$ cat src/rtl/i2cm_pkg.sv
package i2cm_pkg;

    localparam int BYTE_W = 8;
    localparam int DEV_W  = 7;

    // register offsets
    localparam int OFF_DATA    = 0;
    localparam int OFF_MADR_LO = 4;
    localparam int OFF_MADR_HI = 5;
    localparam int OFF_CTL     = 6;
    localparam int OFF_MODE    = 7;
    localparam int OFF_STAT    = 8;
    localparam int OFF_XSTAT   = 9;
    localparam int OFF_SADR_LO = 10;
    localparam int OFF_SADR_HI = 11;
    localparam int OFF_DIV     = 12;
    localparam int OFF_IMASK   = 13;
    localparam int OFF_XCNT    = 14;
    localparam int OFF_XCTL    = 15;
    localparam int OFF_PIN     = 16;

    // masks and reset values
    localparam logic [BYTE_W-1:0] MODE_MASK  = 8'hDF;
    localparam logic [BYTE_W-1:0] XCNT_MASK  = 8'h77;
    localparam logic [BYTE_W-1:0] STAT_W1C   = 8'h0A;
    localparam logic [BYTE_W-1:0] XSTAT_W1C  = 8'h8F;
    localparam logic [BYTE_W-1:0] XSTAT_INIT = 8'h8F;
    localparam logic [BYTE_W-1:0] IDLE_BYTE  = 8'hFF;

    // bit positions
    localparam int ST_PEND   = 0;
    localparam int ST_ERR    = 2;
    localparam int ST_RXF    = 5;
    localparam int XS_ABORT  = 0;
    localparam int CT_GO     = 0;
    localparam int CT_RD     = 1;
    localparam int CT_CNT_LO = 4;
    localparam int XC_SRST   = 0;
    localparam int PN_SCL    = 2;
    localparam int PN_SDA    = 3;

    typedef enum logic [1:0] {
        OP_START = 2'd0,
        OP_SEND  = 2'd1,
        OP_RECV  = 2'd2,
        OP_STOP  = 2'd3
    } bus_op_e;

    typedef enum logic [3:0] {
        S_IDLE,
        S_WSTART,
        S_SEND,
        S_STOP_DONE,
        S_STOP_RD,
        S_RSTART,
        S_RECV,
        S_DONE
    } seq_e;

    typedef struct packed {
        logic [BYTE_W-1:0] dat;
        logic [BYTE_W-1:0] madr_lo;
        logic [BYTE_W-1:0] madr_hi;
        logic [BYTE_W-1:0] ctl;
        logic [BYTE_W-1:0] mode;
        logic [BYTE_W-1:0] stat;
        logic [BYTE_W-1:0] xstat;
        logic [BYTE_W-1:0] sadr_lo;
        logic [BYTE_W-1:0] sadr_hi;
        logic [BYTE_W-1:0] div;
        logic [BYTE_W-1:0] imask;
        logic [BYTE_W-1:0] xcnt;
        logic [BYTE_W-1:0] xctl;
        logic [1:0]        pin;   // {sda, scl} control levels
    } regs_t;

    function automatic regs_t regs_reset();
        regs_t r;
        r       = '0;
        r.xstat = XSTAT_INIT;
        r.pin   = 2'b11;
        return r;
    endfunction

    function automatic regs_t mark_fail(regs_t r);
        regs_t o;
        o                 = r;
        o.stat[ST_PEND]   = 1'b0;
        o.stat[ST_ERR]    = 1'b1;
        o.xstat[XS_ABORT] = 1'b1;
        return o;
    endfunction

    function automatic regs_t mark_ok(regs_t r, int flag_bit);
        regs_t o;
        o                = r;
        o.stat[flag_bit] = 1'b1;
        o.stat[ST_ERR]   = 1'b0;
        o.xstat          = '0;
        return o;
    endfunction

endpackage

$ cat src/rtl/i2cm_read_mux.sv
module i2cm_read_mux
    import i2cm_pkg::*;
#(
    parameter int AW     = 5,
    parameter int WINDOW = 18
) (
    input  regs_t             regs,
    input  logic [AW-1:0]     addr,
    input  logic              scl_in,
    input  logic              sda_in,
    output logic [BYTE_W-1:0] rdata
);

    int a_i;

    always_comb begin
        a_i   = int'(addr);
        rdata = '0;
        if (a_i < WINDOW) begin
            case (a_i)
                OFF_DATA:    rdata = IDLE_BYTE;
                OFF_MADR_LO: rdata = regs.madr_lo;
                OFF_MADR_HI: rdata = regs.madr_hi;
                OFF_CTL:     rdata = regs.ctl;
                OFF_MODE:    rdata = regs.mode;
                OFF_STAT:    rdata = regs.stat;
                OFF_XSTAT:   rdata = regs.xstat;
                OFF_SADR_LO: rdata = regs.sadr_lo;
                OFF_SADR_HI: rdata = regs.sadr_hi;
                OFF_DIV:     rdata = regs.div;
                OFF_IMASK:   rdata = regs.imask;
                OFF_XCNT:    rdata = regs.xcnt;
                OFF_XCTL:    rdata = regs.xctl;
                OFF_PIN:     rdata = {4'b0000, regs.pin, sda_in, scl_in};
                default:     rdata = '0;
            endcase
        end
    end

endmodule

$ cat src/rtl/i2c_byte_master.sv
module i2c_byte_master
    import i2cm_pkg::*;
#(
    parameter int AW     = 5,
    parameter int WINDOW = 18
) (
    input  logic              clk,
    input  logic              rst_n,
    input  logic              reg_wr,
    input  logic              reg_rd,
    input  logic [AW-1:0]     reg_addr,
    input  logic [7:0]        reg_wdata,
    output logic [7:0]        reg_rdata,
    output logic              reg_ready,
    output logic              txn_req,
    output logic [1:0]        txn_op,
    output logic              txn_dir_rd,
    output logic [6:0]        txn_dev,
    output logic [7:0]        txn_wbyte,
    input  logic              txn_ack,
    input  logic              txn_nack,
    input  logic [7:0]        txn_rbyte,
    output logic              scl_ctl,
    output logic              sda_ctl,
    input  logic              scl_in,
    input  logic              sda_in
);

    localparam int CNT_W = 2;

    typedef struct packed {
        regs_t             r;
        seq_e              st;
        logic              busy;
        logic [BYTE_W-1:0] rbuf;
    } ctx_t;

    ctx_t q, d;
    logic [BYTE_W-1:0] mux_rdata;
    logic [CNT_W-1:0]  pend;
    int                a_i;
    logic              in_win;

    i2cm_read_mux #(.AW(AW), .WINDOW(WINDOW)) u_rmux (
        .regs   (q.r),
        .addr   (reg_addr),
        .scl_in (scl_in),
        .sda_in (sda_in),
        .rdata  (mux_rdata)
    );

    always_comb begin
        d          = q;
        reg_ready  = 1'b0;
        txn_req    = 1'b0;
        txn_op     = OP_START;
        txn_dir_rd = 1'b0;
        txn_dev    = q.r.madr_lo[BYTE_W-1:1];
        txn_wbyte  = q.r.dat;
        pend       = q.r.ctl[CT_CNT_LO +: CNT_W];
        a_i        = int'(reg_addr);
        in_win     = (a_i < WINDOW);

        case (q.st)
            S_IDLE: begin
                if (reg_wr) begin
                    reg_ready = 1'b1;
                    if (in_win) begin
                        case (a_i)
                            OFF_DATA: begin
                                d.r.dat   = reg_wdata;
                                reg_ready = 1'b0;
                                d.st      = q.busy ? S_SEND : S_WSTART;
                            end
                            OFF_MADR_LO: begin
                                d.r.madr_lo = reg_wdata;
                                if (q.busy) begin
                                    reg_ready = 1'b0;
                                    d.st      = S_STOP_DONE;
                                end
                            end
                            OFF_MADR_HI: d.r.madr_hi = reg_wdata;
                            OFF_CTL: begin
                                d.r.ctl = reg_wdata;
                                if (reg_wdata[CT_GO] && reg_wdata[CT_RD]) begin
                                    reg_ready = 1'b0;
                                    if (q.busy) begin
                                        d.r.stat[ST_PEND] = 1'b0;
                                        d.st              = S_STOP_RD;
                                    end else begin
                                        d.st = S_RSTART;
                                    end
                                end else if (reg_wdata[CT_GO]) begin
                                    d.r.stat[ST_PEND] = 1'b0;
                                end
                            end
                            OFF_MODE:    d.r.mode    = reg_wdata & MODE_MASK;
                            OFF_STAT:    d.r.stat    = q.r.stat & ~(reg_wdata & STAT_W1C);
                            OFF_XSTAT:   d.r.xstat   = q.r.xstat & ~(reg_wdata & XSTAT_W1C);
                            OFF_SADR_LO: d.r.sadr_lo = reg_wdata;
                            OFF_SADR_HI: d.r.sadr_hi = reg_wdata;
                            OFF_DIV:     d.r.div     = reg_wdata;
                            OFF_IMASK:   d.r.imask   = reg_wdata;
                            OFF_XCNT:    d.r.xcnt    = reg_wdata & XCNT_MASK;
                            OFF_XCTL: begin
                                if (reg_wdata[XC_SRST]) d.r = regs_reset();
                                else                    d.r.xctl = reg_wdata;
                            end
                            OFF_PIN:     d.r.pin = {reg_wdata[PN_SDA], reg_wdata[PN_SCL]};
                            default: ;
                        endcase
                    end
                end else if (reg_rd) begin
                    if (a_i == OFF_DATA && q.r.stat[ST_RXF]) begin
                        d.st = S_RECV;
                    end else begin
                        reg_ready = 1'b1;
                    end
                end
            end

            S_WSTART: begin
                txn_req = 1'b1;
                txn_op  = OP_START;
                if (txn_ack) begin
                    if (txn_nack) begin
                        d.r  = mark_fail(q.r);
                        d.st = S_DONE;
                    end else begin
                        d.r    = mark_ok(q.r, ST_PEND);
                        d.busy = 1'b1;
                        d.st   = S_SEND;
                    end
                end
            end

            S_SEND: begin
                txn_req = 1'b1;
                txn_op  = OP_SEND;
                if (txn_ack) begin
                    if (txn_nack) begin
                        d.r  = mark_fail(q.r);
                        d.st = S_STOP_DONE;
                    end else begin
                        d.st = S_DONE;
                    end
                end
            end

            S_STOP_DONE, S_STOP_RD: begin
                txn_req = 1'b1;
                txn_op  = OP_STOP;
                if (txn_ack) begin
                    d.busy = 1'b0;
                    d.st   = (q.st == S_STOP_RD) ? S_RSTART : S_DONE;
                end
            end

            S_RSTART: begin
                txn_req    = 1'b1;
                txn_op     = OP_START;
                txn_dir_rd = 1'b1;
                if (txn_ack) begin
                    d.st = S_DONE;
                    if (txn_nack) begin
                        d.r    = mark_fail(q.r);
                        d.busy = 1'b0;
                    end else begin
                        d.r    = mark_ok(q.r, ST_RXF);
                        d.busy = 1'b1;
                    end
                end
            end

            S_RECV: begin
                txn_req = 1'b1;
                txn_op  = OP_RECV;
                if (txn_ack) begin
                    d.rbuf = txn_nack ? IDLE_BYTE : txn_rbyte;
                    if (pend == '0) begin
                        d.r.stat[ST_RXF] = 1'b0;
                        d.st             = S_DONE;
                    end else begin
                        d.r.ctl[CT_CNT_LO +: CNT_W] = pend - 1'b1;
                        d.st                        = S_STOP_RD;
                    end
                end
            end

            S_DONE: begin
                reg_ready = 1'b1;
                d.st      = S_IDLE;
            end

            default: d.st = S_IDLE;
        endcase
    end

    always_ff @(posedge clk) begin
        if (!rst_n) begin
            q.r    <= regs_reset();
            q.st   <= S_IDLE;
            q.busy <= 1'b0;
            q.rbuf <= '0;
        end else begin
            q <= d;
        end
    end

    assign reg_rdata = (q.st == S_DONE) ? q.rbuf : mux_rdata;
    assign scl_ctl   = q.r.pin[0];
    assign sda_ctl   = q.r.pin[1];

    // request is held, unchanged, until acknowledged
    p_req_hold_r4: assert property (@(posedge clk) disable iff (!rst_n)
        (txn_req && !txn_ack) |=> (txn_req && $stable(txn_op)));

    // a byte is only sent on a held bus
    p_send_held_r4: assert property (@(posedge clk) disable iff (!rst_n)
        (txn_req && txn_op == OP_SEND) |-> q.busy);

    // refused start or send leaves the error flags set
    p_fail_flags_r5: assert property (@(posedge clk) disable iff (!rst_n)
        (txn_req && txn_ack && txn_nack && (txn_op == OP_START || txn_op == OP_SEND))
        |=> (q.r.stat[ST_ERR] && !q.r.stat[ST_PEND] && q.r.xstat[XS_ABORT]));

    // completed stop releases the bus
    p_stop_release_r10: assert property (@(posedge clk) disable iff (!rst_n)
        (txn_req && txn_ack && txn_op == OP_STOP) |=> !q.busy);

    // receive-available flag only rises after an accepted read start
    p_rxf_rise_r7: assert property (@(posedge clk) disable iff (!rst_n)
        $rose(q.r.stat[ST_RXF]) |->
        $past(txn_req && txn_ack && !txn_nack && txn_op == OP_START && txn_dir_rd));

endmodule

$ cat config.mk
export PLATFORM = sky130hd
export DESIGN_NAME = i2c_byte_master
export DESIGN_NICKNAME = d
export VERILOG_FILES = /design/src/rtl/i2cm_pkg.sv /design/src/rtl/i2cm_read_mux.sv /design/src/rtl/i2c_byte_master.sv
export SDC_FILE = /design/constraint.sdc
export NUM_CORES = 1
export LEC_CHECK = 0
export ABC_CLOCK_PERIOD_IN_PS = 2750
export CAP_MARGIN = 40
export CORE_UTILIZATION = 58
export CTS_CLUSTER_DIAMETER = 60
export DETAILED_ROUTE_END_ITERATION = 10
export PLACE_DENSITY = 0.81
export SYNTH_ARGS = -nofsm -noshare
export SYNTH_HDL_FRONTEND = slang
export SYNTH_HIERARCHICAL = 1
export SYNTH_SLANG_ARGS = --single-unit
$ cat constraint.sdc
create_clock -name clk -period 2.75 [get_ports clk]
set_input_delay 0.55 -clock clk [delete_from_list [all_inputs] [get_ports clk]]
set_output_delay 0.55 -clock clk [all_outputs]
set_load 0.01 [all_outputs]
Word level (Yosys, flattened, before mapping) --
Index checks and enable logic that the tools add are counted.
Storage, ports and cells: bits in registers 119, logic and storage cells 195, input port bits 29, output and inout bits 30
Cells by class: bitwise gates (word level) 7, order comparisons 1, eq/ne operators 47, $add $sub $neg 1, reduce and logical (&&, ||, !) cells 47, mux-type cells 70
Operator list (count):
- one-hot mux 63 bit (4 select lines) | 1
- two-way mux 111 bit | 2
- two-way mux 110 bit | 2
- one-hot mux 8 bit (2 select lines) | 11
- one-hot mux 8 bit (14 select lines) | 1
- two-way mux 106 bit | 1
- one-hot mux 26 bit (4 select lines) | 1
- two-way mux 96 bit | 1
- AND reduction 8 bit | 12
- two-way mux 65 bit | 1
- two-way mux 64 bit | 1
- two-way mux 61 bit | 1
- one-hot mux 14 bit (4 select lines) | 1
- equality test 5 x 4 -> 1 bit, second input constant | 8
- two-way mux 8 bit | 5
- != test 2 bit, second input constant | 14
- nonzero test 2 bit | 13
- two-way mux 4 bit | 6
- one-hot mux 4 bit (6 select lines) | 1
- AND reduction 11 bit | 2
- equality test 5 x 3 -> 1 bit, second input constant | 4
- AND reduction 10 bit | 2
- AND reduction 9 bit | 2
- bitwise AND 8 bit | 2
- 38 further kinds | 78

Depth between registers and ports, before layout --
word-level depth 6, mapped depth 8, mapped depth without buffers 7

Cells and area by module --
The synthesis kept the hierarchy.
Modules (own cells, without submodules):
- i2c_byte_master | times used 1, seq. area each 2162.1 um^2, cells each 587, area an instance 5235.0 um^2
- i2cm_read_mux | times used 1, seq. area each 0.0 um^2, cells each 127, area an instance 1007.2 um^2

Least setup slack after synthesis --
Ideal clock, no wire load.
kind in2out, start input reg_addr[0], end output reg_rdata[0], slack 0.220 ns, buffers on the path 1, required time 2.200 ns, cell stages on the path 6, arrival 1.980 ns, cells stage by stage buf_6 mux4_1 mux2_2 a32oi_1 o22ai_1 mux2_2
Between the ends: cells in the longest elaborated chain, start to end 4, elaborated cells on any way between the ends 18, classes of those cells order compare (1); eq/ne (13); mux (3); reduce/logical (1)
Ends and longest elaborated chain:
- from (decl) | line i2c_byte_master.sv:11 | input logic [AW-1:0] reg_addr,
- equality test 5 bit (tied with other cells) | line i2cm_read_mux.sv:20 | case (a_i)
- one-hot mux 8 bit (14 select lines) | line i2cm_read_mux.sv:20
- two-way mux 8 bit * | line i2cm_read_mux.sv:19 | if (a_i < WINDOW) begin
- via mux_rdata[0] | line i2c_byte_master.sv:39 | logic [BYTE_W-1:0] mux_rdata;
- two-way mux 8 bit * | line i2c_byte_master.sv:210 | assign reg_rdata = (q.st == S_DONE) ? q.rbuf : mux_rdata;
- to (decl) | line i2c_byte_master.sv:13 | output logic [7:0] reg_rdata,
Mark *: on every way through the listed nets, which the timed path passes. The rest lies on a longest branch.

Worst setup path in the final report --
start register q[79] (netlist name), end output reg_rdata[0]
Between the ends: cells in the longest elaborated chain, start to end 3
Ends and longest elaborated chain:
- from (decl) | line i2c_byte_master.sv:38 | ctx_t q, d;
- one-hot mux 8 bit (14 select lines) | line i2cm_read_mux.sv:20
- two-way mux 8 bit | line i2cm_read_mux.sv:19
- via mux_rdata[0] | line i2c_byte_master.sv:39
- two-way mux 8 bit | line i2c_byte_master.sv:210
The timed path passes the listed nets, and every way through them passes these cells.

==> metrics.yaml <==
sta:
  skew_ns: 0.009116
  fmax_mhz: 353.6
  slew_violations: 0
  setup_viol_count_final: 3
  layout_min_cycle_time_ns: 2.828
  post-route-period-util_pct: 102.8
  max_slew.worst_pin.slew_ns: 0.6489
  rsz0062_at_grt: "true"
  finalHoldViolations: 0
  slew_headroom_pct: 56.74
  setup_slack_ns: -0.07777
routing:
  postRouteAntennaNets: 0
  via_per_inst: 6.200
  drt-total-wl_um: 19680
  firstDrtPassIters: 5
  vias: 6051
  wire_per_inst_um: 20.16
  dr.first_iter.drc_count: 590
  drcViolationCount: 0
power_and_ir_drop:
  sw_frac_of_total_pct: 28.56
  ir_worst_vdd_mv: 0.3918
  power_density_nw_per_um2: 403.5
  clockPowerShare_pct: 32.0
  p_leak_uw: 0.003190
  p_seq_share_pct: 49.3
  cellInternalPower_uw: 2308
  p_switching_uw: 922.6
  combinationalPowerShare_pct: 18.7
floorplan:
  io_pins: 59
  die_height_um: 105.7
  start_util_pct: 60.20
  die_area_um2: 11180
  num_rows: 37
  die_width_um: 105.7
  design.core.area_um2: 10370
synth:
  ys_seq_area_share_pct: 34.64
  synth.most_common_cell: "dfxtp_1"
  synth_top_area_share_pct: 34.64
  synthFlopType: "dfxtp_1"
  syn_area_um2: 6242
  async_reset_ff_share_pct: 0
  yosysUniqueCellTypes: 77
  netlist_instances: 714
  synth-edff-count: 0
  syn_avg_cell_area_um2: 8.743
  synth_seq_cells: 108
  synth_top_area_cell: "dfxtp_1"
  yosysWarnings: 6
  ys_top_cells_by_area: "dfxtp_1 35%, mux2i_1 14%, nand2_1 5.4%"
  synth.top_cells.by_count: "108 x dfxtp_1, 90 x nand2_1, 88 x mux2i_1, 84 x nor2_1, 26 x clkbuf_1"
clocking:
  root_buffer: "clkbuf_8"
  numCtsBuffers: 9
  cts.sinks: 108
  clk_pin_slew_ns: 0.11
  cts_hold_buf: 0
  cts_buffer_depth: 2
  cts.htree.levels: 3
  cts_tree: "yes"
  clk_latency_ns: 0.41
finish:
  area_delta_synth_final_pct: 28.24
  nets: 865
  final_util_pct: 77.20
  drive_gt1_share_pct: 24.29
  antenna_cells: 0
global_route:
  overflow: 0
  grt_max_degree: 64
  antenna_found_initial: 0
  grt_pass1_wl_um: 30820
  grt_pass1_vias: 5818
  gr-usage-all-layers_pct: 35.94
worst_hold_path:
  hold_path_class: "reg2reg"
flow_run:
  max_cap_viol_count: 0
placed_design:
  place_ws_ns: -0.7340
  dpl.hpwl_um: 14170
  portBuffers: 58
  gp_congestion: 0.9732
worst_setup_path:
  crit_path_max_fanout: 2
  startpoint_type: "flip-flop"
  worstPathRequired_ns: 2.20
  setup.worst_path.end_class: "output pin"
  cp.arrival_ns: 2.28
  path_class: "reg2out"
outcome:
  violations: "negative setup slack"
  status: "complete, but fails checks"
## state kept, by name, indices dropped and copies added, names as in the netlist
register and flops:
sda_ctl 1, scl_ctl 1, txn_dev 7, q 89, txn_wbyte 8, pend 2
## power by group through the flow
stage,logic [uW],registers [uW],clock network (uW)
3_3_place_gp,541,1630,0
5_1_grt,640,1590,1100
2_1_floorplan,307,1620,0
6_report,604,1590,1030
4_1_cts,580,1590,1040
3_5_place_dp,552,1630,0
## per-stage QoR
step / TNS, ns / hold slack (ns) / instance area [um^2] / power (uW) / std cells
after detailed placement: -13.61 / 0.4345 / 7570 / 2180 / 954
after floorplan: 0 / 0.4121 / 6276 / 1928 / 723
final: -0.1098 / 0.4509 / 8005 / 3230 / 976
after global placement: -8.998 / 0.4333 / 7570 / 2167 / 954
after CTS: -0.03179 / 0.4507 / 7944 / 3212 / 976
after global routing: -0.2493 / 0.4805 / 8005 / 3336 / 976
## placed cells by master (no fill, tap or decap), types with 4 or more instances in the layout
cell and n:
dfxtp_1 106, nand2_1 90, buf_4 88, mux2i_1 87
nor2_1 84, clkdlybuf4s50_1 43, a21oi_1 23, o21ai_0 19
nand3_1 17, nor2b_1 14, buf_12 13, mux2_2 12
a211oi_1 11, clkbuf_8 10, conb_1 10, inv_1 8
a31oi_1 8, buf_6 8, and3_1 7, mux2_4 7
a22oi_1 7, nand2b_1 6, mux4_2 6, nor3_1 5
o211ai_1 5, buf_2 5, nor3_4 4, o21ai_1 4
and2_1 4, xnor2_1 4, nor4_4 4, a21boi_0 4
nand4_1 4, a311oi_1 4, o21a_1 4, a32oi_1 4
a22o_1 4
## worst max-delay path, stage by stage, from the launching register on
cell,delay [ns]
dfxtp_2,0.34
mux4_2,0.52
mux2_4,0.30
a32oi_2,0.20
o22ai_2,0.12
mux2_4,0.28
buf_6,0.12
## cell type report
class                   instances  area [um^2]
multi-input cells             539         3850
fillers                       714         2365
flip-flops and latches        108         2165
repair buffers                166         1572
well taps                     136        170.2
clock buffers                  10        137.6
clock inverters                 6        70.07
inverters                      11        41.29
## repair_timing
item | in CTS | in global routing
pin swaps | 10 | 7
setup endpoints to repair | 10 | 12
buffers inserted | 5 | 0
gates resized for setup | 68 | 25
gates cloned | 1 | 0
endpoints found under the hold margin | 0 | 0
## logic make-up (layout without fill, tap and decap cells)
group	count (synthesis)	count (layout)	synth area share, %
other	1	10	0.06007
buffers and inverters	76	193	6.194
DFF	108	108	34.64
AOI/OAI and AO/OA	144	144	16.60
adders and majority gates	1	1	0.2004
xor gates and xnor gates	5	5	0.7015
muxes	113	113	19.82
and+or+nand+nor	266	266	21.79
## layer usage
layer  wire length (um)  share of wire [%]  up-vias  global-route usage (%)
met5                  0                  0        -                       0
met1               8021                 41     2886                   45.17
met2               9296                 47      322                   59.20
met3               1652                8.4       60                   6.988
li1                   -                  -     2783                       -
met4                709                3.6        0                   16.87
## final timing paths
path / to / startpoint / slack [ns] / depth (start not counted)
worst max register to register: q[79] / q[10] / 0.45 / 6
worst min-delay path: q[74] / q[74] / 0.45 / 2
worst min register to register: q[74] / q[74] / 0.45 / 2
worst max-delay path: reg_rdata[0] / q[79] / -0.08 / 6
No activity file was read; power rests on OpenSTA's default activity.
